--- config.mk ---
export PLATFORM = sky130hd
export DESIGN_NAME = acc8_core
export DESIGN_NICKNAME = d
export VERILOG_FILES = /design/src/rtl/acc8_pkg.sv /design/src/rtl/acc8_decode.sv /design/src/rtl/acc8_alu.sv /design/src/rtl/acc8_pc_next.sv /design/src/rtl/acc8_core.sv
export SDC_FILE = /design/constraint.sdc
export NUM_CORES = 1
export LEC_CHECK = 0
export BUFFER_PORTS_ARGS = -buffer_cell sky130_fd_sc_hd__clkbuf_2
export CAP_MARGIN = 20
export CORE_MARGIN = 5
export CORE_UTILIZATION = 40
export CTS_CLUSTER_SIZE = 8
export DETAILED_ROUTE_END_ITERATION = 7
export SLEW_MARGIN = 20
export SYNTH_ARGS = -nofsm -noshare
export SYNTH_HDL_FRONTEND = slang
export SYNTH_HIERARCHICAL = 1
export SYNTH_SLANG_ARGS = --single-unit
--- constraint.sdc ---
create_clock -name clk -period 3.75 [get_ports clk]
set_input_delay 0.75 -clock clk [delete_from_list [all_inputs] [get_ports clk]]
set_output_delay 0.75 -clock clk [all_outputs]
set_load 0.01 [all_outputs]
--- src/rtl/acc8_pkg.sv ---
`timescale 1ns/1ps
package acc8_pkg;

    typedef enum logic [2:0] {
        OP_LD  = 3'd0,
        OP_AND = 3'd1,
        OP_OR  = 3'd2,
        OP_XOR = 3'd3,
        OP_ADD = 3'd4,
        OP_SUB = 3'd5,
        OP_ST  = 3'd6,
        OP_JMP = 3'd7
    } op_e;

    typedef enum logic [1:0] {
        SRC_IMM = 2'd0,
        SRC_RAM = 2'd1,
        SRC_ACC = 2'd2,
        SRC_INP = 2'd3
    } src_e;

    typedef enum logic [2:0] {
        DST_NONE,
        DST_ACC,
        DST_XR,
        DST_YR,
        DST_OUT
    } dst_e;

    // next-PC choice, evaluated every cycle
    typedef enum logic [1:0] {
        PCS_SEQ,
        PCS_FAR,
        PCS_NEAR
    } pcsel_e;

    typedef struct packed {
        op_e        op;
        logic [2:0] mode;
        src_e       src;
        dst_e       dst;
        logic       lo_from_x;
        logic       hi_from_y;
        logic       x_incr;
        logic       mem_we;
    } dec_t;

endpackage

--- src/rtl/acc8_decode.sv ---
`timescale 1ns/1ps
module acc8_decode
    import acc8_pkg::*;
(
    input  logic [7:0] opcode,
    output dec_t       dec
);

    always_comb begin
        dec           = '0;
        dec.op        = op_e'(opcode[7:5]);
        dec.mode      = opcode[4:2];
        dec.src       = src_e'(opcode[1:0]);
        dec.mem_we    = (dec.op == OP_ST);
        dec.dst       = DST_NONE;
        dec.lo_from_x = 1'b0;
        dec.hi_from_y = 1'b0;
        dec.x_incr    = 1'b0;

        if (dec.op != OP_JMP) begin
            unique case (dec.mode)
                3'd0: dec.dst = DST_ACC;
                3'd1: begin
                    dec.dst       = DST_ACC;
                    dec.lo_from_x = 1'b1;
                end
                3'd2: begin
                    dec.dst       = DST_ACC;
                    dec.hi_from_y = 1'b1;
                end
                3'd3: begin
                    dec.dst       = DST_ACC;
                    dec.lo_from_x = 1'b1;
                    dec.hi_from_y = 1'b1;
                end
                3'd4: dec.dst = DST_XR;
                3'd5: dec.dst = DST_YR;
                3'd6: dec.dst = DST_OUT;
                3'd7: begin
                    dec.dst       = DST_OUT;
                    dec.lo_from_x = 1'b1;
                    dec.hi_from_y = 1'b1;
                    dec.x_incr    = 1'b1;
                end
            endcase
        end

        // a store keeps AC and OUT, but X/Y still load
        if (dec.mem_we && (dec.dst == DST_ACC || dec.dst == DST_OUT)) begin
            dec.dst = DST_NONE;
        end
    end

endmodule

--- src/rtl/acc8_alu.sv ---
`timescale 1ns/1ps
module acc8_alu
    import acc8_pkg::*;
#(
    parameter int W = 8
) (
    input  op_e          op,
    input  logic [W-1:0] acc,
    input  logic [W-1:0] bus,
    output logic [W-1:0] result
);

    always_comb begin
        unique case (op)
            OP_LD:   result = bus;
            OP_AND:  result = acc & bus;
            OP_OR:   result = acc | bus;
            OP_XOR:  result = acc ^ bus;
            OP_ADD:  result = acc + bus;
            OP_SUB:  result = acc - bus;
            OP_ST:   result = acc;
            OP_JMP:  result = '0 - acc;
            default: result = bus;
        endcase
    end

endmodule

--- src/rtl/acc8_pc_next.sv ---
`timescale 1ns/1ps
module acc8_pc_next
    import acc8_pkg::*;
#(
    parameter int W    = 8,
    parameter int PC_W = 2 * W
) (
    input  op_e             op,
    input  logic [2:0]      mode,
    input  logic [PC_W-1:0] pc,
    input  logic [W-1:0]    acc,
    input  logic [W-1:0]    yr,
    input  logic [W-1:0]    bus,
    output pcsel_e          sel,
    output logic [PC_W-1:0] pc_nxt
);

    logic acc_zero;
    logic acc_neg;
    logic acc_pos;
    logic taken;

    assign acc_zero = (acc == '0);
    assign acc_neg  = acc[W-1];
    assign acc_pos  = !acc_zero && !acc_neg;
    assign taken    = (mode[0] && acc_pos) || (mode[1] && acc_neg) || (mode[2] && acc_zero);

    always_comb begin
        sel = PCS_SEQ;
        if (op == OP_JMP) begin
            if (mode == 3'd0) begin
                sel = PCS_FAR;
            end else if (taken) begin
                sel = PCS_NEAR;
            end
        end
    end

    always_comb begin
        unique case (sel)
            PCS_SEQ:  pc_nxt = pc + 1'b1;
            PCS_FAR:  pc_nxt = {yr, bus};
            PCS_NEAR: pc_nxt = {pc[PC_W-1:W], bus};
            default:  pc_nxt = pc + 1'b1;
        endcase
    end

endmodule

--- src/rtl/acc8_core.sv ---
`timescale 1ns/1ps
module acc8_core
    import acc8_pkg::*;
#(
    parameter int DATA_W = 8,
    parameter int PC_W   = 2 * DATA_W,
    parameter int RAM_AW = 15
) (
    input  logic                clk,
    input  logic                rst,
    output logic [PC_W-1:0]     rom_addr,
    input  logic [2*DATA_W-1:0] rom_data,
    output logic [RAM_AW-1:0]   ram_addr,
    input  logic [DATA_W-1:0]   ram_rdata,
    output logic [DATA_W-1:0]   ram_wdata,
    output logic                ram_we,
    input  logic [DATA_W-1:0]   in_port,
    output logic [DATA_W-1:0]   out_port
);

    localparam int HI_W = RAM_AW - DATA_W;

    logic [PC_W-1:0]   pc_q;
    logic [DATA_W-1:0] ir_q;
    logic [DATA_W-1:0] d_q;
    logic [DATA_W-1:0] acc_q;
    logic [DATA_W-1:0] x_q;
    logic [DATA_W-1:0] y_q;
    logic [DATA_W-1:0] out_q;

    dec_t              dec;
    logic [DATA_W-1:0] bus_val;
    logic [DATA_W-1:0] alu_y;
    logic [DATA_W-1:0] addr_lo;
    logic [HI_W-1:0]   addr_hi;
    logic [PC_W-1:0]   pc_nxt;
    pcsel_e            pc_sel;

    acc8_decode u_dec (
        .opcode (ir_q),
        .dec    (dec)
    );

    always_comb begin
        unique case (dec.src)
            SRC_IMM: bus_val = d_q;
            SRC_RAM: bus_val = ram_rdata;
            SRC_ACC: bus_val = acc_q;
            SRC_INP: bus_val = in_port;
            default: bus_val = d_q;
        endcase
    end

    assign addr_lo = dec.lo_from_x ? x_q : d_q;
    assign addr_hi = dec.hi_from_y ? y_q[HI_W-1:0] : '0;

    acc8_alu #(.W(DATA_W)) u_alu (
        .op     (dec.op),
        .acc    (acc_q),
        .bus    (bus_val),
        .result (alu_y)
    );

    acc8_pc_next #(.W(DATA_W), .PC_W(PC_W)) u_pcn (
        .op     (dec.op),
        .mode   (dec.mode),
        .pc     (pc_q),
        .acc    (acc_q),
        .yr     (y_q),
        .bus    (bus_val),
        .sel    (pc_sel),
        .pc_nxt (pc_nxt)
    );

    // program counter and fetch latches
    always_ff @(posedge clk) begin
        if (rst) begin
            pc_q <= '0;
        end else begin
            pc_q <= pc_nxt;
        end
        ir_q <= rom_data[2*DATA_W-1:DATA_W];
        d_q  <= rom_data[DATA_W-1:0];
    end

    // architectural registers
    always_ff @(posedge clk) begin
        if (dec.dst == DST_ACC) acc_q <= alu_y;
        if (dec.dst == DST_YR)  y_q   <= alu_y;
        if (dec.dst == DST_OUT) out_q <= alu_y;
        if (dec.dst == DST_XR) begin
            x_q <= alu_y;
        end else if (dec.x_incr) begin
            x_q <= x_q + 1'b1;
        end
    end

    assign rom_addr  = pc_q;
    assign ram_addr  = {addr_hi, addr_lo};
    assign ram_wdata = bus_val;
    assign ram_we    = dec.mem_we && !rst;
    assign out_port  = out_q;

endmodule

==> results by group, run 1 <==
Outcome
  – Outcome: complete, no violations

Clock network
  – Hold-fix buffers at CTS: 0
  – TritonCTS clock tree: yes
  – Clock tree buffer depth: 2
  – Post-cts resize count: 0
  – Clock network latency to the later pin of the worst-skew pair: 350 ps
  – Buffers inserted during post-CTS setup optimization: 0
  – Number of sinks driven by the clock tree: 64
  – Clock root cell: sky130_fd_sc_hd__clkbuf_8
  – Inserted Clock Buffers: 9
  – Depth of the CTS H-tree: 3
  – Clock-pin slew on the worst setup and hold paths: roughly 80 ps

GRT
  – Global-route wire length before repair: 19.09 mm
  – Overall Global Routing Usage: around a fifth
  – Antenna violations before repair: 0
  – Number of global-route vias before repair: 3,566
  – Global route overflow: 0
  – Maximum number of pins on one net before global-route repair: 34

Worst setup path
  – Critical path fanouts, max: 6
  – Critical path's slowest cell: sky130_fd_sc_hd__edfxtp_1
  – Kind of start point of the critical path: flip-flop
  – Setup crit end kind: flip-flop
  – FF-to-FF Start: acc_q[0]
  – Data arrival time of the critical path: 3510 ps
  – Register-to-Register Path Depth: 13
  – Worst-case register-to-register setup slack: 330 ps
  – Cell mode on critical path: sky130_fd_sc_hd__nand3_1
  – Worst Setup Path Type: reg -> reg
  – Maximum cell stage delay along the critical path: 530 ps
  – Total buffers and inverters traversed by the critical path: 1
  – Reg-to-reg critical path endpoint: x_q[6]
  – Critical-path cell list: mux4_2, buf_4, nor3_1, nor2_1, xnor2_1, ha_1, o21ai_0, o21bai_1, a21oi_1, or3_1, nand3_1, nand2_1, nand3_1
  – Required time of the critical path: 3840 ps
  – Critical path's top delay family: simple AND/OR/NAND/NOR gates

Hold path
  – Hold crit path type: in -> reg
  – Source of the worst hold timing path: rom_data[14]
  – Number of stages on the worst hold path: 1
  – Hold EP: ir_q[6]

Cells and area
  – Multi-input combinational cell area: roughly 0.0025 mm²
  – Layout cell share with drive strength beyond 1: 29.76%
  – Antenna Diode Count: 0
  – Most frequent cells in the layout: sky130_fd_sc_hd__clkbuf_2, sky130_fd_sc_hd__nand2_1, sky130_fd_sc_hd__edfxtp_1, sky130_fd_sc_hd__dfxtp_1, sky130_fd_sc_hd__ha_1
  – Final layout net count: 588
  – Most frequent standard cell in the layout excluding fill and tap cells: sky130_fd_sc_hd__clkbuf_2
  – FILL cells: 1,022
  – Area growth from synthesis to layout: 16.81%
  – FF+latch area: 0.001602 mm²

Drt
  – Number of search-and-repair iterations in the first detailed-routing pass: 5
  – Via-to-Cell Ratio: 5.581
  – Wire per inst: 18.00 µm
  – Number of antenna-violating nets in the routed design: 0
  – DRC violation count after routing: 0
  – Initial DRC Count: 413
  – Total wire length: 12.08 mm
  – Total number of vias: 3,745

Placement
  – Port Buffer Count: 81
  – Worst setup timing slack at the placement stage: 128.9 ps
  – Final HPWL from detailed placement: 9.366 mm
  – Final Wtd Congestion: 0.9672

Job
  – Maxcap violations: 0

STA
  – Max Transition Viols Final: 0
  – Clock skew after layout: 13.17 ps
  – Final worst slack: between 300 and 400 ps
  – Count of final hold-check violations: 0
  – Slew headroom: 52.74%
  – Setup repair after global routing missed its margin: no
  – Crit path time final: approximately 3400 ps
  – Period utilisation layout: 91.19%
  – Final TNS setup: 0 ps
  – Transition time at the pin with the least slew margin: a little over 700 ps
  – Maximum clock rate: 292.4 MHz
  – Total of endpoints with negative setup slack in the final report: 0

Floorplanning
  – Std-Cell Rows: 38
  – Die outline height: 114.7 µm
  – Die area: 0.01315 mm²
  – Width of the chip: 114.7 µm
  – Total I/O pin count: 82
  – Starting utilization of the core area: 40.61%
  – Area of the core region: 0.01079 mm²

Synth
  – Synthesized flop and latch total: 64
  – Number of flops mapped to enable cells by yosys: 32
  – Distinct cells, synth: 75
  – Primary flip-flop cell chosen by synthesis mapping: sky130_fd_sc_hd__edfxtp_1
  – Portion of synthesized cell area occupied by the leading cell type: 21.92%
  – Synth Net Count: a little over 500
  – Share of synthesized area occupied by flip-flops and latches: 36.54%
  – Count of yosys warnings during synthesis: 6
  – Most area-hungry cell type in the Yosys netlist: sky130_fd_sc_hd__edfxtp_1
  – Post-Syn Area per Cell: 9.894 µm²
  – Gate count of the mapped netlist: 443
  – Share of synthesized registers carrying an async set or reset: 0%
  – Syn Std Cell Area: 0.004383 mm²
  – Top post-synthesis cells by area: sky130_fd_sc_hd__edfxtp_1, sky130_fd_sc_hd__dfxtp_1, sky130_fd_sc_hd__ha_1, sky130_fd_sc_hd__mux4_2, sky130_fd_sc_hd__xnor2_1

Pwr
  – Leakage component of the power: 2.111 nW
  – Worst vdd rail ir drop: 310.0 µV
  – Power density of the placed cells: ~420 mW/mm²
[cell usage after synthesis, drive strengths merged (4+ instances only)]
cell type and count:
o21ai 29, nand3 18, xor2 6, nand2 34, nand2b 7, a41oi 4
or4 4, nor2 22, nor4 4, nand4 8, nor3 6, and3 8
o211ai 5, a21oi 18, edfxtp 32, o311ai 4, inv 20, a31oi 8
a211oi 4, buf 15, and2 10, o22ai 4, xnor2 18, mux4 9
mux2 11, clkbuf 12, dfxtp 32, nor2b 24, ha 27
[logic make-up after synthesis]
family                     share of synthesized area (%)
DFF                                                36.54
AOI/OAI and AO/OA                                  14.27
adders and majority gates                          8.164
muxes                                              7.850
xor gates and xnor gates                           4.796
buffers and inverters                              6.452
and+or+nand+nor                                    21.92
[cell type report]
cell class,instances,share of cell area [%]
Tap cell,140,3.421
Timing Repair Buffer,99,10.56
Multi-Input combinational cell,332,48.80
Clock buffer,9,2.419
Inverter,20,1.515
Clock inverter,7,2.004
Sequential cell,64,31.28
[where the power goes]
group,switching (mW),total [mW],internal [mW]
sequential,0.0555,0.856,0.800
clock,0.308,0.689,0.381
combinational,0.339,0.606,0.267
[worst register-to-register path, delay by kind of cell (launching register included)]
kind | cells | cell delay (ps)
buffers and inverters | 1 | 180
and+or+nand+nor | 6 | 940
AOI/OAI and AO/OA | 3 | 490
xor gates and xnor gates | 1 | 140
adders and majority gates | 1 | 360
muxes | 1 | 520
DFF | 1 | 530
[registers in the layout, summed over array words and instances, names as in the netlist]
| name | cells |
|---|---|
| x_q | 8 |
| acc_q | 8 |
| rom_addr | 16 |
| out_port | 8 |
| y_q | 8 |
| ir_q | 8 |
| d_q | 8 |
[worst max-delay path by stage]
stage,start,endpoint,slack [ps],cells after the start
6_report,acc_q[0],x_q[6],330,13
5_1_grt,ir_q[1],x_q[6],40,12
4_1_cts,ir_q[1],x_q[6],370,12
3_5_place_dp,in_port[0],x_q[6],130,14
3_3_place_gp,in_port[0],x_q[6],140,14
2_1_floorplan,in_port[0],x_q[5],390,13
[per-layer routing]
layer	part of all wire [%]	wire length [µm]	GRT usage [%]	vias up
met5	0	0	0	-
met4	1.2	139	3.721	0
li1	-	-	-	1789
met1	46	5521	25.71	1783
met3	7.7	928	5.550	13
met2	45	5488	29.06	160
[through the flow]
stage	area (µm²)	instances	total power, mW	utilization (%)	hold WS, ps
global route	5120	671	2.267	47.44	469.3
floorplan	4383	443	1.267	-	532.1
CTS	5120	671	2.170	47.44	475.0
detailed placement	4893	655	1.471	45.34	602.4
finish	5120	671	2.150	47.44	493.1
global placement	4893	655	1.460	45.34	599.7
Note: power is estimated with default switching activity, not from simulation.
==> run 2, diff against run 1 <==
==> constraint.sdc (replaced) <==
create_clock -name clk -period 3.6 [get_ports clk]
set_input_delay 0.72 -clock clk [delete_from_list [all_inputs] [get_ports clk]]
set_output_delay 0.72 -clock clk [all_outputs]
set_load 0.01 [all_outputs]
==> results by group, run 2 (same netlist as run 1, synthesis figures left out) <==
GRT
  – Number of global-route vias before repair: 3,653
  – Global-route wire length before repair: 18.83 mm
  – Antenna violations before repair: 0
  – Global route overflow: 0
  – Maximum number of pins on one net before global-route repair: 34
  – Overall Global Routing Usage: 18.50%

Floorplanning
  – Width of the chip: 114.7 µm
  – Total I/O pin count: 82
  – Std-Cell Rows: 38
  – Die area: about 0.013 mm²
  – Starting utilization of the core area: 40.61%
  – Die outline height: approximately 110 µm
  – Area of the core region: between 0.01 and 0.015 mm²

Drt
  – DRC violation count after routing: 0
  – Number of antenna-violating nets in the routed design: 0
  – Via-to-Cell Ratio: 5.534
  – Wire per inst: 17.54 µm
  – Initial DRC Count: 364
  – Total wire length: 11.92 mm
  – Total number of vias: around 3,800
  – Number of search-and-repair iterations in the first detailed-routing pass: 5

STA
  – Count of final hold-check violations: 0
  – Clock skew after layout: 11.83 ps
  – Setup repair after global routing missed its margin: no
  – Maximum clock rate: 306.7 MHz
  – Final TNS setup: 0 ps
  – Transition time at the pin with the least slew margin: ~770 ps
  – Period utilisation layout: 90.57%
  – Max Transition Viols Final: 0
  – Crit path time final: 3261 ps
  – Total of endpoints with negative setup slack in the final report: 0
  – Slew headroom: 48.79%

Placement
  – Final HPWL from detailed placement: between 9 and 10 mm
  – Final Wtd Congestion: between 1 and 1.5
  – Port Buffer Count: slightly above 80
  – Number of placed cells counting well taps: 664
  – Placed inst area: between 0.004 and 0.005 mm²

Pwr
  – Portion of total power attributed to the clock network: 31.7%
  – Combinational power share: ~30%
  – Leakage component of the power: 2.154 nW
  – Power density of the placed cells: between 400 and 500 mW/mm²
  – Internal power contribution: 1.527 mW
  – P_sw: 0.7311 mW
  – Share of total power consumed by net switching: 32.37%
  – Worst vdd rail ir drop: approximately 390 µV
  – Share of total power in sequential cells: 39.1%

Clock network
  – Clock root cell: sky130_fd_sc_hd__clkbuf_8
  – Number of sinks driven by the clock tree: 64
  – Hold-fix buffers at CTS: 0
  – TritonCTS clock tree: yes
  – Clock-pin slew on the worst setup and hold paths: 80 ps
  – Post-cts resize count: 0
  – Clock tree buffer depth: 2
  – Inserted Clock Buffers: 9
  – Depth of the CTS H-tree: 3
  – Clock network latency to the later pin of the worst-skew pair: 360 ps
  – Buffers inserted during post-CTS setup optimization: 0

Worst setup path
  – Worst Setup Path Type: in -> reg
  – Critical path's slowest cell: sky130_fd_sc_hd__mux4_2
  – Worst-case register-to-register setup slack: 350 ps
  – Critical-path cell list: clkbuf_2, mux4_2, inv_1, ha_1, and3_1, nor2_1, xnor2_1, ha_1, a21o_1, a31oi_1, nor3_1, o32a_2, nand2_1, nand3_1
  – Origin of the worst setup path: in_port[1]
  – Kind of start point of the critical path: input port
  – Cell depth of the worst setup path: 14
  – Critical path's top delay family: compound AO/OA/AOI/OAI gates
  – Total buffers and inverters traversed by the critical path: 2
  – Reg-to-reg critical path endpoint: x_q[5]
  – Setup crit end kind: flip-flop
  – Required time of the critical path: roughly 3700 ps
  – Maximum cell stage delay along the critical path: 510 ps
  – Register-to-Register Path Depth: 14
  – Critical path fanouts, max: 5
  – Cell mode on critical path: sky130_fd_sc_hd__ha_1
  – Data arrival time of the critical path: 3370 ps
  – FF-to-FF Start: ir_q[0]

Cells and area
  – FILL cells: 1,039
  – Non-filler cells in the finished layout: 680
  – Area growth from synthesis to layout: 18.36%
  – Most frequent standard cell in the layout excluding fill and tap cells: sky130_fd_sc_hd__clkbuf_2
  – Layout cell share with drive strength beyond 1: 30.93%
  – Final layout net count: between 500 and 600
  – Antenna Diode Count: 0
  – Area of all placed cells without fillers: between 0.005 and 0.006 mm²
  – Largest register FFs: 16
  – Most frequent cells in the layout: sky130_fd_sc_hd__clkbuf_2, sky130_fd_sc_hd__nand2_1, sky130_fd_sc_hd__edfxtp_1, sky130_fd_sc_hd__dfxtp_1

Hold path
  – Number of stages on the worst hold path: 1
  – Source of the worst hold timing path: rom_data[5]
  – Hold crit path type: in -> reg
  – Hold EP: d_q[5]

Outcome
  – Outcome: complete, no violations

Job
  – Maxcap violations: 0
run 2: cell types whose count changed in the layout (fill, tap and decap cells not counted):
cell	before	now
sky130_fd_sc_hd__buf_4	18	27
run 2: area by class of cell:
class	instances	area (µm²)	share of cell area [%]
sequential	64	1602	30.87
timing repair buffer	108	608.1	11.72
inverter	20	77.57	1.495
clock buffer	9	123.9	2.388
multi-input combinational	332	2499	48.17
tap	140	175.2	3.377
clock inverter	7	102.6	1.978
run 2: worst max-delay path by stage:
stage / to / slack (ps)
floorplan: x_q[5] / 270
global placement: x_q[5] / 110
detailed placement: x_q[5] / 20
CTS: x_q[5] / 400
global route: x_q[5] / 150
finish: x_q[5] / 340
run 2: through the flow:
stage / worst slack, ps / utilization, % / hold WS [ps] / total power, mW
3_5_place_dp: 16.40 / 45.97 / 619.3 / 1.551
6_report: 339.4 / 48.06 / 460.3 / 2.258
3_3_place_gp: 112.1 / 45.97 / 595.7 / 1.547
5_1_grt: 147.7 / 48.06 / 436.3 / 2.380
4_1_cts: 401.6 / 48.06 / 440.4 / 2.276
2_1_floorplan: 271.9 / - / 532.1 / 1.320
run 2: power groups by stage:
stage                     clock network, mW  registers [mW]  logic, mW
after floorplan                           0           0.896      0.424
after global placement                    0           0.899      0.647
after detailed placement                  0           0.899      0.652
after CTS                             0.735           0.883      0.658
after global routing                  0.762           0.889      0.729
final                                 0.715           0.882      0.661
run 2: routing by layer:
metal | global-route usage [%] | routed length (µm) | up-vias
li1 | - | - | 1809
met2 | 29.06 | 5391 | 154
met1 | 24.91 | 5343 | 1783
met5 | 0 | 0 | -
met4 | 5.859 | 240 | 0
met3 | 4.757 | 949 | 17
